<file path="src/rtl/i2c_rx_pkg.sv">
`timescale 1ns/1ps
package i2c_rx_pkg;
  typedef enum logic [1:0] {ST_IDLE, ST_ADDR, ST_DATA, ST_SKIP} rx_state_e;
  localparam logic [1:0] REG_CTRL = 2'd0;
  localparam logic [1:0] REG_OWN  = 2'd1;
  localparam logic [1:0] REG_STAT = 2'd2;
  localparam logic [1:0] REG_DATA = 2'd3;
endpackage

</file>
<file path="src/rtl/i2c_rx_sync.sv">
`timescale 1ns/1ps
module i2c_rx_sync #(
  parameter int WIDTH  = 2,
  parameter int STAGES = 2
) (
  input  logic             clk_i,
  input  logic             rst_ni,
  input  logic [WIDTH-1:0] d_i,
  output logic [WIDTH-1:0] q_o
);
  logic [STAGES-1:0][WIDTH-1:0] stg;

  always_ff @(posedge clk_i or negedge rst_ni) begin
    if (!rst_ni) stg <= '1;
    else         stg <= {stg[STAGES-2:0], d_i};
  end

  assign q_o = stg[STAGES-1];
endmodule

</file>
<file path="src/rtl/i2c_rx_cond.sv">
`timescale 1ns/1ps
module i2c_rx_cond (
  input  logic clk_i,
  input  logic rst_ni,
  input  logic scl_s_i,
  input  logic sda_s_i,
  output logic scl_rise_o,
  output logic scl_fall_o,
  output logic start_o,
  output logic stop_o
);
  logic scl_q, sda_q;

  always_ff @(posedge clk_i or negedge rst_ni) begin
    if (!rst_ni) begin
      scl_q <= 1'b1;
      sda_q <= 1'b1;
    end else begin
      scl_q <= scl_s_i;
      sda_q <= sda_s_i;
    end
  end

  assign scl_rise_o = scl_s_i & ~scl_q;
  assign scl_fall_o = ~scl_s_i & scl_q;
  // bus conditions need SCL high on both samples
  assign start_o = scl_s_i & scl_q & sda_q & ~sda_s_i;
  assign stop_o  = scl_s_i & scl_q & ~sda_q & sda_s_i;

  assert_events_excl_R2: assert property (@(posedge clk_i) disable iff (!rst_ni)
    $onehot0({scl_rise_o, scl_fall_o, start_o, stop_o}));
endmodule

</file>
<file path="src/rtl/i2c_rx_engine.sv">
`timescale 1ns/1ps
module i2c_rx_engine
  import i2c_rx_pkg::*;
#(
  parameter int ADDR_W = 7,
  parameter int DATA_W = 8
) (
  input  logic              clk_i,
  input  logic              rst_ni,
  input  logic              en_i,
  input  logic              scl_s_i,
  input  logic              sda_s_i,
  input  logic              scl_rise_i,
  input  logic              scl_fall_i,
  input  logic              start_i,
  input  logic              stop_i,
  input  logic [ADDR_W-1:0] own_addr_i,
  input  logic              ack_level_i,
  input  logic              rx_full_i,
  output logic              load_o,
  output logic [DATA_W-1:0] shift_o,
  output logic              sda_pull_o,
  output logic              hold_o
);
  localparam int CNT_W = $clog2(DATA_W + 1);
  localparam logic [CNT_W-1:0] LAST_BIT = CNT_W'(DATA_W);

  rx_state_e         state;
  logic [CNT_W-1:0]  bit_cnt;
  logic [DATA_W-1:0] shreg;
  logic              in_ack;
  logic              ack_eff;
  logic              addr_hit;
  logic              active;

  assign active   = (state == ST_ADDR) || (state == ST_DATA);
  assign addr_hit = (shreg[DATA_W-1:1] == own_addr_i) && !shreg[0];

  always_ff @(posedge clk_i or negedge rst_ni) begin
    if (!rst_ni) begin
      state      <= ST_IDLE;
      bit_cnt    <= '0;
      shreg      <= '0;
      in_ack     <= 1'b0;
      ack_eff    <= 1'b0;
      sda_pull_o <= 1'b0;
      hold_o     <= 1'b0;
      load_o     <= 1'b0;
    end else if (!en_i) begin
      state      <= ST_IDLE;
      bit_cnt    <= '0;
      shreg      <= '0;
      in_ack     <= 1'b0;
      ack_eff    <= 1'b0;
      sda_pull_o <= 1'b0;
      hold_o     <= 1'b0;
      load_o     <= 1'b0;
    end else begin
      load_o <= 1'b0;
      if (hold_o && !rx_full_i) hold_o <= 1'b0;
      if (start_i || stop_i) begin
        state      <= start_i ? ST_ADDR : ST_IDLE;
        bit_cnt    <= '0;
        in_ack     <= 1'b0;
        sda_pull_o <= 1'b0;
        hold_o     <= 1'b0;
      end else if (active) begin
        if (scl_rise_i) begin
          if (!in_ack) begin
            shreg   <= {shreg[DATA_W-2:0], sda_s_i};
            bit_cnt <= bit_cnt + CNT_W'(1);
            if (bit_cnt == '0) ack_eff <= ack_level_i;
          end else begin
            load_o <= 1'b1;
            state  <= ST_DATA;
          end
        end else if (scl_fall_i) begin
          if (!in_ack && bit_cnt == LAST_BIT) begin
            if (state == ST_ADDR && !addr_hit) begin
              state <= ST_SKIP;
            end else begin
              in_ack     <= 1'b1;
              sda_pull_o <= ~ack_eff;
              hold_o     <= rx_full_i;
            end
          end else if (in_ack) begin
            in_ack     <= 1'b0;
            sda_pull_o <= 1'b0;
            bit_cnt    <= '0;
          end
        end
      end
    end
  end

  assign shift_o = shreg;

  assert_sda_chg_scl_low_R3: assert property (@(posedge clk_i) disable iff (!rst_ni)
    (en_i && $past(en_i) && !$stable(sda_pull_o)) |-> !scl_s_i);
  assert_sda_only_addressed_R8: assert property (@(posedge clk_i) disable iff (!rst_ni)
    sda_pull_o |-> active);
  assert_hold_in_ack_R6: assert property (@(posedge clk_i) disable iff (!rst_ni)
    hold_o |-> in_ack);
endmodule

</file>
<file path="src/rtl/i2c_rx_regs.sv">
`timescale 1ns/1ps
module i2c_rx_regs
  import i2c_rx_pkg::*;
#(
  parameter int ADDR_W = 7,
  parameter int DATA_W = 8,
  parameter logic [ADDR_W-1:0] OWN_RST = 7'h2A
) (
  input  logic              clk_i,
  input  logic              rst_ni,
  input  logic              wr_i,
  input  logic              rd_i,
  input  logic [1:0]        addr_i,
  input  logic [DATA_W-1:0] wdata_i,
  output logic [DATA_W-1:0] rdata_o,
  input  logic              load_i,
  input  logic [DATA_W-1:0] load_data_i,
  output logic              en_o,
  output logic              ack_level_o,
  output logic [ADDR_W-1:0] own_addr_o,
  output logic              rx_full_o
);
  logic [DATA_W-1:0] rx_buf;
  logic              unused_wdata;

  assign unused_wdata = ^wdata_i[DATA_W-1:ADDR_W];

  always_ff @(posedge clk_i or negedge rst_ni) begin
    if (!rst_ni) begin
      en_o        <= 1'b0;
      ack_level_o <= 1'b0;
      own_addr_o  <= OWN_RST;
    end else if (wr_i) begin
      if (addr_i == REG_CTRL) {ack_level_o, en_o} <= wdata_i[1:0];
      if (addr_i == REG_OWN)  own_addr_o <= wdata_i[ADDR_W-1:0];
    end
  end

  always_ff @(posedge clk_i or negedge rst_ni) begin
    if (!rst_ni) begin
      rx_buf    <= '0;
      rx_full_o <= 1'b0;
    end else if (!en_o) begin
      rx_buf    <= '0;
      rx_full_o <= 1'b0;
    end else if (load_i) begin
      rx_buf    <= load_data_i;
      rx_full_o <= 1'b1;
    end else if (rd_i && addr_i == REG_DATA) begin
      rx_full_o <= 1'b0;
    end
  end

  always_comb begin
    rdata_o = '0;
    unique case (addr_i)
      REG_CTRL: rdata_o[1:0] = {ack_level_o, en_o};
      REG_OWN:  rdata_o[ADDR_W-1:0] = own_addr_o;
      REG_STAT: rdata_o[0] = rx_full_o;
      REG_DATA: rdata_o = rx_buf;
      default:  rdata_o = '0;
    endcase
  end

  assert_rd_clears_R5: assert property (@(posedge clk_i) disable iff (!rst_ni)
    (en_o && rd_i && addr_i == REG_DATA && !load_i) |=> !rx_full_o);
  assert_dis_clear_R10: assert property (@(posedge clk_i) disable iff (!rst_ni)
    !en_o |=> (!rx_full_o && rx_buf == '0));
endmodule

</file>
<file path="src/rtl/i2c_slave_rx.sv">
`timescale 1ns/1ps
module i2c_slave_rx #(
  parameter int ADDR_W      = 7,
  parameter int DATA_W      = 8,
  parameter int SYNC_STAGES = 2,
  parameter logic [ADDR_W-1:0] OWN_RST = 7'h2A
) (
  input  logic              clk_i,
  input  logic              rst_ni,
  input  logic              scl_i,
  input  logic              sda_i,
  output logic              scl_pull_o,
  output logic              sda_pull_o,
  input  logic              reg_wr_i,
  input  logic              reg_rd_i,
  input  logic [1:0]        reg_addr_i,
  input  logic [DATA_W-1:0] reg_wdata_i,
  output logic [DATA_W-1:0] reg_rdata_o
);
  logic              scl_s, sda_s;
  logic              scl_rise, scl_fall, start_ev, stop_ev;
  logic              en, ack_level, rx_full, load, hold;
  logic [ADDR_W-1:0] own_addr;
  logic [DATA_W-1:0] shift;

  i2c_rx_sync #(.WIDTH(2), .STAGES(SYNC_STAGES)) i_sync (
    .clk_i (clk_i),
    .rst_ni(rst_ni),
    .d_i   ({scl_i, sda_i}),
    .q_o   ({scl_s, sda_s})
  );

  i2c_rx_cond i_cond (
    .clk_i     (clk_i),
    .rst_ni    (rst_ni),
    .scl_s_i   (scl_s),
    .sda_s_i   (sda_s),
    .scl_rise_o(scl_rise),
    .scl_fall_o(scl_fall),
    .start_o   (start_ev),
    .stop_o    (stop_ev)
  );

  i2c_rx_engine #(.ADDR_W(ADDR_W), .DATA_W(DATA_W)) i_engine (
    .clk_i      (clk_i),
    .rst_ni     (rst_ni),
    .en_i       (en),
    .scl_s_i    (scl_s),
    .sda_s_i    (sda_s),
    .scl_rise_i (scl_rise),
    .scl_fall_i (scl_fall),
    .start_i    (start_ev),
    .stop_i     (stop_ev),
    .own_addr_i (own_addr),
    .ack_level_i(ack_level),
    .rx_full_i  (rx_full),
    .load_o     (load),
    .shift_o    (shift),
    .sda_pull_o (sda_pull_o),
    .hold_o     (hold)
  );

  i2c_rx_regs #(.ADDR_W(ADDR_W), .DATA_W(DATA_W), .OWN_RST(OWN_RST)) i_regs (
    .clk_i      (clk_i),
    .rst_ni     (rst_ni),
    .wr_i       (reg_wr_i),
    .rd_i       (reg_rd_i),
    .addr_i     (reg_addr_i),
    .wdata_i    (reg_wdata_i),
    .rdata_o    (reg_rdata_o),
    .load_i     (load),
    .load_data_i(shift),
    .en_o       (en),
    .ack_level_o(ack_level),
    .own_addr_o (own_addr),
    .rx_full_o  (rx_full)
  );

  // read clears full in the same cycle, so the stretch ends without waiting on hold
  assign scl_pull_o = hold & rx_full;

  assert_scl_hold_full_R6: assert property (@(posedge clk_i) disable iff (!rst_ni)
    scl_pull_o |-> rx_full);
  assert_full_on_rise_R5: assert property (@(posedge clk_i) disable iff (!rst_ni)
    $rose(rx_full) |-> $past(scl_rise, 2));
  assert_idle_when_off_R1: assert property (@(posedge clk_i) disable iff (!rst_ni)
    (!en && $past(!en)) |-> (!scl_pull_o && !sda_pull_o));
endmodule

</file>
<file path="config.mk">
export PLATFORM = sky130hd
export DESIGN_NAME = i2c_slave_rx
export DESIGN_NICKNAME = d
export VERILOG_FILES = /design/src/rtl/i2c_rx_pkg.sv /design/src/rtl/i2c_rx_sync.sv /design/src/rtl/i2c_rx_cond.sv /design/src/rtl/i2c_rx_engine.sv /design/src/rtl/i2c_rx_regs.sv /design/src/rtl/i2c_slave_rx.sv
export SDC_FILE = /design/constraint.sdc
export NUM_CORES = 1
export LEC_CHECK = 0
export ABC_CLOCK_PERIOD_IN_PS = 2200
export BUFFER_PORTS_ARGS = -buffer_cell sky130_fd_sc_hd__buf_2
export CAP_MARGIN = 40
export CORE_MARGIN = 3
export CORE_UTILIZATION = 30
export DETAILED_ROUTE_END_ITERATION = 12
export PLACE_DENSITY = 0.52
export REMOVE_ABC_BUFFERS = 1
export SYNTH_ARGS = -nofsm -noshare
export SYNTH_HDL_FRONTEND = slang
export SYNTH_SLANG_ARGS = --single-unit
</file>
<file path="constraint.sdc">
create_clock -name clk_i -period 2.2 [get_ports clk_i]
set_input_delay 0.33 -clock clk_i [delete_from_list [all_inputs] [get_ports clk_i]]
set_output_delay 0.33 -clock clk_i [all_outputs]
set_load 0.02 [all_outputs]
</file>
==> results_dict.tcl, run 1 <==
set metrics [dict create \
    finalSetupViolCount 0 \
    ioPinCount 26 \
    io_buffer_count 24 \
    crit_top_cell "a21boi_0" \
    finalHoldViolCount 0 \
    drc 0 \
    stdcell_count 309 \
    drtPass1Iterations 4 \
    skew_ps 12.0 \
    arrival_ps 2230 \
    vias 1405 \
    drt-initial-drc-count 55 \
    vdd_ir_drop_max_mv 0.196 \
    path_clk_slew_ps 80 \
    max_stage_delay_ps 560 \
    path_class "reg2reg" \
    fmax_mhz 486 \
    cts_root_buffer "clkbuf_8" \
    slew_viol_final 0 \
    syn_area_per_cell_um2 11.4 \
    synth_adder_area_share_pct 3.57 \
    cts_tree "yes" \
    ys_seq_area_share_pct 51.7 \
    ys_types 32 \
    start_kind "register" \
    synth-xor-area-share_pct 3.75 \
    drive_above_1_share_pct 28.7 \
    yosys.area_share.simple_pct 12.1 \
    cap_viol_max_count 0 \
    fin_crit_ps 2060 \
    grt_pass1_wl_um 7440 \
    crit_path_cell_trace "ha_1, inv_1, o21a_1, a21boi_0, a21boi_0, mux2_2" \
    ant_nets 0 \
    rsz0062_at_grt "no" \
    status "completed" \
    synth_top_family_by_area "multiplexers" \
    num_rows 29 \
    tightestPinTransition_ps 561 \
    area_growth_pct 17.4 \
    ys_async_sr_fraction_pct 100 \
    nFillCells 665 \
    h-tree-depth 2 \
    fin_tns_setup_ps 0 \
    gp_congestion 0.811 \
    clockBufferDepth 2 \
    hp-class "in2async" \
    required_ps 2380 \
    grt_max_degree 44 \
    die_x_um 89.8 \
    clkLatencyLatePin_ps 300 \
    synth_common_cells "34 x dfrtp_1, 25 x nor2_1, 22 x mux2i_1" \
    synth-compound-area-share_pct 8.86 \
    routed_wl_um 4240 \
    synth_flop_cell "dfrtp_1" \
    grt_pass1_vias 1487 \
    cts_sinks 43 \
    endpoint_kind "register" \
    dpl.cell_count 301 \
    syn-cell-area_um2 2100 \
    crit_slowest_cell "dfstp_2" \
    p_per_area_nw_per_um2 692 \
    synthDominantCellAreaShare_pct 40.4 \
    initial_core_util_pct 32.0 \
    synth.area.top_cells "dfrtp_1 40%, dfstp_2 11%, mux2i_1 10%" \
    ys_ff_latch 43 \
    coreArea_um2 6570 \
    crit_buf_inv 1 \
    post_drt_wl_per_cell_um 13.7 \
    synth_cells 184 \
    dieArea_um2 8060 \
    diodes 0 \
    grt_usage_pct 11.4 \
    dieHeight_um 89.8 \
    leakage_nw 1.13 \
    muxShareOfSynthArea_pct 17.4 \
    yosys_warnings 0 \
    synth-edff-count 0 \
    synth_most_common_cell "dfrtp_1" \
    vias_per_cell 4.55 \
    cp_top_family "compound AO/OA/AOI/OAI gates" \
    grt-ovfl-total 0 \
    synth_top_area_cell "dfrtp_1" \
    max-slew-margin-rel_pct 62.5 \
    antenna_found_initial 0 \
    nets 237 \
    cp_max_fo 8 \
    dpl.hpwl_um 2930 \
    min_period_over_period_pct 93.5 \
    cts_buffers 5 \
]
[kinds of logic after synthesis]
family                   count (synthesis)
multiplexers                            34
AND/OR/NAND/NOR                         52
flip-flops                              43
buffers and inverters                   15
AO/OA/AOI/OAI                           25
adder cells (fa/ha/maj)                  6
XOR/XNOR                                 9
[placed cells by master, fill, tap and decap left out, drive strengths merged, types with 2 or more instances in the layout]
| cell type | Yosys | routed |
|---|---|---|
| ha | 6 | 6 |
| nand3 | 3 | 3 |
| nor4 | 2 | 2 |
| dfrtp | 34 | 34 |
| mux2i | 22 | 22 |
| inv | 8 | 9 |
| a22o | 3 | 3 |
| nand2 | 7 | 7 |
| and2 | 2 | 2 |
| nor2b | 6 | 6 |
| a21oi | 7 | 7 |
| clkbuf | 5 | 6 |
| buf | 2 | 31 |
| nor2 | 25 | 25 |
| nor3b | 2 | 2 |
| dfstp | 9 | 9 |
| o21ai | 5 | 5 |
| mux2 | 11 | 11 |
| xor2 | 9 | 9 |
| o21a | 2 | 2 |
| a21boi | 3 | 3 |
[sequential cells by signal (all words and copies together) (netlist names), 2 cells and up]
signal,count
i_engine.state,2
i_engine.bit_cnt,4
i_sync.stg,2
i_engine.shift_o,8
i_regs.own_addr_o,7
i_sync.q_o,2
i_regs.rx_buf,8
[routing by layer]
metal  global-route usage [%]  vias up  share of wire, %
met5                        0        -                 0
met4                     3.45        0               1.0
met3                     2.92        5               3.2
met2                     17.4       24                45
met1                     16.0      672                51
li1                         -      704                 -
[worst paths after layout]
| kind | to | slack (ps) | depth (start not counted) | start |
|---|---|---|---|---|
| max | i_engine.state[0] | 140 | 6 | i_sync.q_o[1] |
| min | i_regs.rx_buf[3] | 100 | 2 | rst_ni |
| max reg2reg | i_engine.state[0] | 140 | 6 | i_sync.q_o[1] |
| min reg2reg | i_sync.q_o[0] | 360 | 0 | i_sync.stg[0] |
| max in group asynchronous | i_engine.in_ack | 1710 | 2 | rst_ni |
| min in group clk_i | i_sync.stg[1] | 130 | 1 | scl_i |
[report_power, final]
group | leakage [nW] | switching, mW | total [mW] | internal, mW
Clock | 0.0516 | 0.273 | 0.530 | 0.257
Combinational | 0.526 | 0.160 | 0.289 | 0.129
Sequential | 0.555 | 0.0416 | 0.891 | 0.849
Total | 1.13 | 0.474 | 1.71 | 1.24
[through the flow]
stage / hold slack, ps / util [%] / setup WS (ps) / instance area (um^2) / power, mW
final: 102 / 37.6 / 143 / 2470 / 1.71
after floorplan: 34.4 / - / 124 / 2080 / 1.08
after global placement: 345 / 36.0 / 175 / 2370 / 1.19
after detailed placement: 347 / 36.0 / 161 / 2370 / 1.20
after CTS: 111 / 37.5 / 125 / 2460 / 1.74
after global routing: 108 / 37.6 / 7.22 / 2470 / 1.83
[layout make-up]
cell class | count | area [um^2] | share of cell area, %
flip-flops and latches | 43 | 1090 | 44.0
well taps | 93 | 116 | 4.71
clock buffers | 6 | 82.6 | 3.34
clock inverters | 2 | 13.8 | 0.557
multi-input cells | 126 | 967 | 39.2
repair buffers | 31 | 173 | 6.99
inverters | 8 | 30.0 | 1.22
[timing repair]
| item | CTS | global route |
|---|---|---|
| endpoints found under the hold margin | 0 | 0 |
| setup endpoints to repair | 0 | 1 |
| setup buffers | 0 | 0 |
| resized for setup | 0 | 1 |
| hold buffers | 0 | 0 |
Power figures use the tool's default switching activity.
==> inputs of run 2 (changes only) <==
- CORE_ASPECT_RATIO: unset -> 0.7
==> run 2 against run 1 <==
Net effect: routed wire length up 0.19%; first-iteration DRC count up 40%; fmax up 5.8%; largest power group unchanged.
==> results_dict.tcl, run 2 (synthesis gave the netlist of run 1 again) <==
set metrics [dict create \
    fin_tns_setup_ps 0 \
    routed_wl_um 4240 \
    crit_slowest_cell "dfstp_2" \
    vias_per_cell 4.61 \
    post_drt_wl_per_cell_um 13.7 \
    grt-ovfl-total 0 \
    hp-start "scl_i" \
    cts_root_buffer "clkbuf_8" \
    skew_ps 17.7 \
    cts_tree "yes" \
    endpoint_kind "register" \
    dpl.hpwl_um 3110 \
    num_rows 24 \
    antenna_found_initial 0 \
    holdWs_ps 121 \
    fin_crit_ps 1940 \
    cp_max_fo 8 \
    fmax_mhz 514 \
    start_kind "register" \
    min_period_over_period_pct 88.4 \
    ioPinCount 26 \
    grt_max_degree 29 \
    area_growth_pct 18.1 \
    initial_core_util_pct 32.3 \
    post_dp_cell_area_um2 2370 \
    p_total_mw 1.72 \
    crit_path_cell_trace "ha_2, inv_1, o21a_1, a21boi_0, a21boi_0, mux2_2" \
    finalSetupViolCount 0 \
    arrival_ps 2140 \
    io_buffer_count 24 \
    drtPass1Iterations 5 \
    place_ws_ps 171 \
    ant_nets 0 \
    h-tree-depth 2 \
    coreArea_um2 6520 \
    dieHeight_um 76.1 \
    leakage_nw 1.14 \
    clkLatencyLatePin_ps 310 \
    max_stage_delay_ps 560 \
    diodes 0 \
    cts_sinks 43 \
    hp-class "in2reg" \
    gp_congestion 0.748 \
    vdd_ir_drop_max_mv 0.266 \
    status "completed" \
    max-slew-margin-rel_pct 63.8 \
    multi_input_area_um2 970 \
    tightestPinTransition_ps 543 \
    grt_pass1_wl_um 7560 \
    clockBufferDepth 2 \
    die_x_um 106 \
    drc 0 \
    cp_top_family "compound AO/OA/AOI/OAI gates" \
    post-route-util_pct 38.2 \
    regArea_um2 1090 \
    p_per_area_nw_per_um2 691 \
    slew_viol_final 0 \
    required_ps 2390 \
    crit_buf_inv 1 \
    stdcell_count 309 \
    grt_usage_pct 11.9 \
    final_cell_mix "34 x dfrtp_1, 25 x nor2_1, 24 x buf_2, 22 x mux2i_1, 11 x mux2_2" \
    crit_path_start "i_sync.q_o[1]" \
    dpl.cell_count 300 \
    fin_ws_ps 256 \
    drive_above_1_share_pct 29.4 \
    drt-initial-drc-count 77 \
    fin_area_um2 2490 \
    nFillCells 665 \
    nets 239 \
    cts_buffers 5 \
    vias 1424 \
    path_clk_slew_ps 90 \
    finalHoldViolCount 0 \
    crit_top_cell "a21boi_0" \
    final_common_cell "dfrtp_1" \
    grt_pass1_vias 1440 \
    reg2reg_from "i_sync.q_o[1]" \
    path_class "reg2reg" \
    cap_viol_max_count 0 \
    rsz0062_at_grt "no" \
    dieArea_um2 8070 \
]
==> run 2: layout make-up <==
type                       instances  area share, %
tap                               91           4.58
clock inverter                     3           1.06
sequential                        43           43.7
multi-input combinational        126           39.0
timing repair buffer              33           7.65
clock buffer                       5           2.77
inverter                           8           1.21
==> run 2: repair_timing <==
item                                   CTS  global route
resized for setup                        0             2
hold buffers                             1             0
setup endpoints to repair                0             2
buffers inserted                         0             0
endpoints found under the hold margin   13             0
==> run 2: routing by layer <==
metal	track usage (%)	up-vias	routed length, um	part of all wire, %
met5	0	-	0	0
met4	4.66	0	61	1.4
met3	2.96	5	154	3.6
met2	15.4	24	1640	39
met1	18.4	692	2390	56
li1	-	703	-	-
==> run 2: path summary, 6_finish.rpt <==
| kind | end | slack (ps) | depth (start not counted) |
|---|---|---|---|
| setup reg to reg | i_engine.state[0] | 260 | 6 |
| max in group asynchronous | i_cond.sda_q | 990 | 3 |
| setup / recovery | i_engine.state[0] | 260 | 6 |
| hold reg to reg | i_sync.q_o[1] | 360 | 0 |
| min in group asynchronous | i_regs.own_addr_o[0] | 460 | 2 |
| hold / removal | i_sync.stg[1] | 120 | 1 |
==> run 2: report_power, final <==
| part | switching [mW] | internal, mW |
|---|---|---|
| clock | 0.300 | 0.234 |
| sequential | 0.0394 | 0.849 |
| combinational | 0.163 | 0.133 |
